[config.mk]
export PLATFORM = sky130hd
export DESIGN_NAME = sample_serializer
export DESIGN_NICKNAME = d
export VERILOG_FILES = /design/src/rtl/sample_serializer.sv
export SDC_FILE = /design/constraint.sdc
export NUM_CORES = 1
export LEC_CHECK = 0
export BUFFER_PORTS_ARGS = -buffer_cell sky130_fd_sc_hd__buf_2
export CORE_MARGIN = 2
export CORE_UTILIZATION = 50
export CTS_CLUSTER_SIZE = 10
export DETAILED_ROUTE_END_ITERATION = 6
export PLACE_DENSITY = 0.7
export REMOVE_ABC_BUFFERS = 1
export SYNTH_ARGS = -nofsm -noshare
export SYNTH_HDL_FRONTEND = slang
export SYNTH_SLANG_ARGS = --single-unit
[constraint.sdc]
create_clock -name clk -period 2.66 [get_ports clk]
set_input_delay 0.399 -clock clk [delete_from_list [all_inputs] [get_ports clk]]
set_output_delay 0.399 -clock clk [all_outputs]
set_load 0.03 [all_outputs]
[src/rtl/sample_serializer.sv]
module sample_serializer #(
  parameter int DIV     = 4,
  parameter int MODE_W  = 4,
  parameter int HF_MODE = 3,
  parameter int WIDE    = 16,
  parameter int NARROW  = 8
) (
  input  logic              clk,
  input  logic              rst_n,
  input  logic [WIDE-1:0]   smp_word,
  input  logic              smp_valid,
  input  logic [MODE_W-1:0] mode,
  input  logic              ser_din,
  output logic              ser_clk,
  output logic              ser_frame,
  output logic              ser_dout,
  output logic [WIDE-1:0]   host_word,
  output logic              host_valid
);
  localparam int CW = (DIV > 2) ? $clog2(DIV) : 1;
  localparam int BW = $clog2(WIDE + 1);
  localparam logic [MODE_W-1:0] HF_CODE = MODE_W'(HF_MODE);

  logic [CW-1:0]   cnt;
  logic [WIDE-1:0] hold, shreg, rx_sh;
  logic            hold_vld, active, wide;
  logic [BW-1:0]   left;

  wire rise     = (cnt == CW'(DIV - 1));
  wire fall     = (cnt == CW'(DIV / 2 - 1));
  wire in_word  = active && (left > BW'(1));
  wire load     = rise && !in_word && hold_vld;
  wire is_hf    = (mode == HF_CODE);
  wire [WIDE-1:0] rx_next = {rx_sh[WIDE-2:0], ser_din};

  assign ser_dout = active & shreg[WIDE-1];

  always_ff @(posedge clk) begin
    if (!rst_n) begin
      cnt        <= '0;
      ser_clk    <= 1'b0;
      ser_frame  <= 1'b0;
      active     <= 1'b0;
      wide       <= 1'b0;
      left       <= '0;
      shreg      <= '0;
      rx_sh      <= '0;
      hold       <= '0;
      hold_vld   <= 1'b0;
      host_word  <= '0;
      host_valid <= 1'b0;
    end else begin
      cnt        <= rise ? '0 : cnt + CW'(1);
      host_valid <= 1'b0;
      if (rise) begin
        ser_clk <= 1'b1;
        if (in_word) begin
          shreg     <= shreg << 1;
          left      <= left - BW'(1);
          ser_frame <= 1'b0;
        end else if (hold_vld) begin
          wide      <= is_hf;
          shreg     <= is_hf ? hold : {hold[NARROW-1:0], {(WIDE-NARROW){1'b0}}};
          left      <= is_hf ? BW'(WIDE) : BW'(NARROW);
          active    <= 1'b1;
          ser_frame <= 1'b1;
        end else begin
          active    <= 1'b0;
          ser_frame <= 1'b0;
        end
      end
      if (fall) begin
        ser_clk <= 1'b0;
        if (active) begin
          rx_sh <= rx_next;
          if (left == BW'(1)) begin
            host_valid <= 1'b1;
            host_word  <= wide ? rx_next : {{(WIDE-NARROW){1'b0}}, rx_next[NARROW-1:0]};
          end
        end
      end
      if (smp_valid) begin
        hold     <= smp_word;
        hold_vld <= 1'b1;
      end else if (load) begin
        hold_vld <= 1'b0;
      end
    end
  end

  assert_edge_only_R5: assert property (@(posedge clk) disable iff (!rst_n)
    (!$stable(ser_frame) || !$stable(ser_dout)) |-> $rose(ser_clk));

  assert_frame_one_period_R4: assert property (@(posedge clk) disable iff (!rst_n)
    ($rose(ser_clk) && $past(ser_frame)) |-> !ser_frame);

  assert_quiet_idle_R7: assert property (@(posedge clk) disable iff (!rst_n)
    !active |-> (!ser_dout && !ser_frame));

  assert_strobe_single_R9: assert property (@(posedge clk) disable iff (!rst_n)
    host_valid |=> !host_valid);

  assert_strobe_low_phase_R9: assert property (@(posedge clk) disable iff (!rst_n)
    host_valid |-> !ser_clk);
endmodule

==> key figures <==
Setup path
  • Required time worst endpoint: 2.95 ns
  • Crit start category: register
  • Crit path kind: register to register
  • Arrival @ worst endpoint: 2.28 ns
  • Worst Setup End Kind: register
  • Crit-path max FO: 13

Global route
  • First-pass GRT wire length: ~11000 um
  • Vias in the first global route: 2367
  • Initial antenna violation count: 0
  • Largest net degree at the start of global routing: 31
  • Total GRT Usage: roughly a fifth
  • Grt ovf: 0

Timing
  • Max Fclk: 501 MHz
  • Sum of negative setup slack: 0 ns
  • Measured slew at the worst slew-check pin: 0.646 ns
  • Part of the cycle the worst path needs: 75.0%
  • Tmin final: around 2.0 ns
  • Clock skew: 0.00659 ns
  • Max-slew headroom: 56.8%
  • Final hold vios: 0
  • Fin worst setup slack: 0.666 ns
  • Unrepaired setup endpoints after global routing: false
  • Max-slew violations: 0
  • Setup violators final: 0

Layout
  • Layout cells sized above 1: 16.8%
  • Fin area: around 0.0035 mm^2
  • Most frequent cells in the layout: 82 x nand2_1, 76 x dfxtp_1, 56 x a21oi_1
  • Final core occ: roughly 59%
  • Final nets: 422
  • ANT cells: 0
  • Layout area overhead: 14.7%
  • Commonest non-fill, non-tap cell in the layout: nand2_1

Synth
  • Share of flip-flops with an asynchronous set or reset: 0%
  • Seq/Total Area, Yosys: between 40% and 50%
  • Synth Warn #: 0
  • Synthesized instance count: about 360
  • Post-Syn Area per Cell: 8.49 um^2
  • #FFs+latches synth: 76
  • Post-synth cell types: 40
  • Main synth FF type: dfxtp_1
  • Number of synthesized flops with an enable pin: 0
  • Synth top area share: 49.9%
  • Area of the mapped netlist: 0.00305 mm^2
  • Synth area leader: dfxtp_1
  • Area contributors post-synth: dfxtp_1 50%, nand2_1 10%, a21oi_1 9.2%

Clock tree
  • CTS root buffer: clkbuf_8
  • Clk_lat worst skew: 0.34 ns
  • CTS tree: yes
  • CTS clk-pin slew, worst paths: 0.07 ns
  • Post-CTS setup buffers: 0
  • Post-CTS Hold Buffers: 0
  • Max clock buf depth: 2
  • Htree depth: 3
  • CTS sink count: 76
  • CTS Buf Count: 9
  • Resized cells post-CTS: 0

Floorplanning
  • Die height: 82.1 um
  • Core Area: 0.00592 mm^2
  • Die width: slightly above 80 um
  • Area of the die: 0.00674 mm^2
  • FP Rows: 28
  • Ports: 44
  • Initial Util: 51.5%

Drt
  • Wire per inst: 13.3 um
  • Via count: roughly 2500
  • Post-route DRC violation count: 0
  • Overall routed net length: 6300 um
  • Vias per cell: 5.38
  • Starting DRC count in detailed routing: 110
  • First-pass DRT Iterations: 4
  • Routed Antenna Nets: 0

Place
  • Final HPWL DP: roughly 4400 um
  • Placed cell area: 0.00329 mm^2
  • Gpl congestion: 0.810
  • Pre-CTS WS: 0.701 ns
  • IO Port Bufs: 43

Power and ir drop
  • Pleak: 1.38 nW
  • Max VDD drop: about 0.41 mV
  • Power per cell area: 622 mW/mm^2

Run status
  • Outcome: completed

Min path
  • Hold crit path type: primary input to register

Run
  • Max Cap Violations: 0
## flip-flops by register name, summed over array words and instances, names as in the netlist
| signal | cells |
|---|---|
| hold | 16 |
| host_word | 16 |
| shreg | 16 |
| rx_sh | 15 |
| left | 5 |
| cnt | 2 |
| active | 1 |
| hold_vld | 1 |
| host_valid | 1 |
| ser_clk | 1 |
| ser_frame | 1 |
| wide | 1 |
## critical path, stage by stage (launching register included)
cell and delay, ns:
dfxtp_1 0.42, inv_1 0.09, ha_1 0.24, o21bai_1 0.24, a21oi_1 0.19, buf_4 0.21, and3_1 0.35, a221o_1 0.20
## worst paths after layout
check / slack [ns] / to / startpoint / cells after the start
worst max-delay path: 0.67 / shreg[14]$_SDFFE_PN0P_ / left[1]$_SDFFE_PN0P_ / 7
worst min-delay path: 0.29 / hold[11]$_SDFFE_PN0P_ / smp_word[11] / 3
worst min register to register: 0.45 / host_word[15]$_SDFFE_PN0P_ / host_word[15]$_SDFFE_PN0P_ / 2
worst max register to register: 0.67 / shreg[14]$_SDFFE_PN0P_ / left[1]$_SDFFE_PN0P_ / 7
## layout make-up
type                       count  area, um^2
sequential                    76        1520
tap                           75        93.8
inverter                       7        26.3
timing repair buffer          49         260
multi-input combinational    251        1390
clock inverter                 4        47.5
fill                         581        2420
clock buffer                  12         155
## metrics by stage
step	instances	power [mW]	hold slack, ns
after floorplan	334	1.26	0.421
after global placement	458	1.31	0.435
after detailed placement	458	1.32	0.444
after CTS	474	2.20	0.267
after global routing	474	2.26	0.293
final	474	2.17	0.288
## cells in the mapped netlist (2+ instances only)
library cell	count
a22oi_1	7
buf_1	3
nor2_1	25
dfxtp_1	76
a221o_1	8
o221ai_1	2
clkbuf_1	15
o21ai_0	10
nand3_1	11
nand2_1	82
and3_1	2
mux2i_1	17
nand2b_1	4
inv_1	7
a21oi_1	56
buf_2	5
ha_1	4
and2_1	3
## kinds of logic after synthesis
kind of cell / count (synthesis) / share of synthesized area, %
flops: 76 / 49.9
simple gates: 138 / 19.8
compound gates: 92 / 18.6
mux: 17 / 5.58
fa+ha+maj: 4 / 1.64
buf+inv: 32 / 4.43
## power by group
group	switching (mW)	internal (mW)	total [mW]
combinational	0.0641	0.0450	0.109
sequential	0.0182	1.16	1.18
clock	0.404	0.482	0.885
## routing by layer
| layer | vias up | GRT usage [%] | part of all wire [%] |
|---|---|---|---|
| li1 | 1302 | - | - |
| met1 | 1174 | 25.7 | 45 |
| met2 | 67 | 34.2 | 48 |
| met3 | 6 | 6.48 | 5.4 |
| met4 | 0 | 8.00 | 1.5 |
| met5 | - | 0 | 0 |
(Power assumes the default switching activity.)
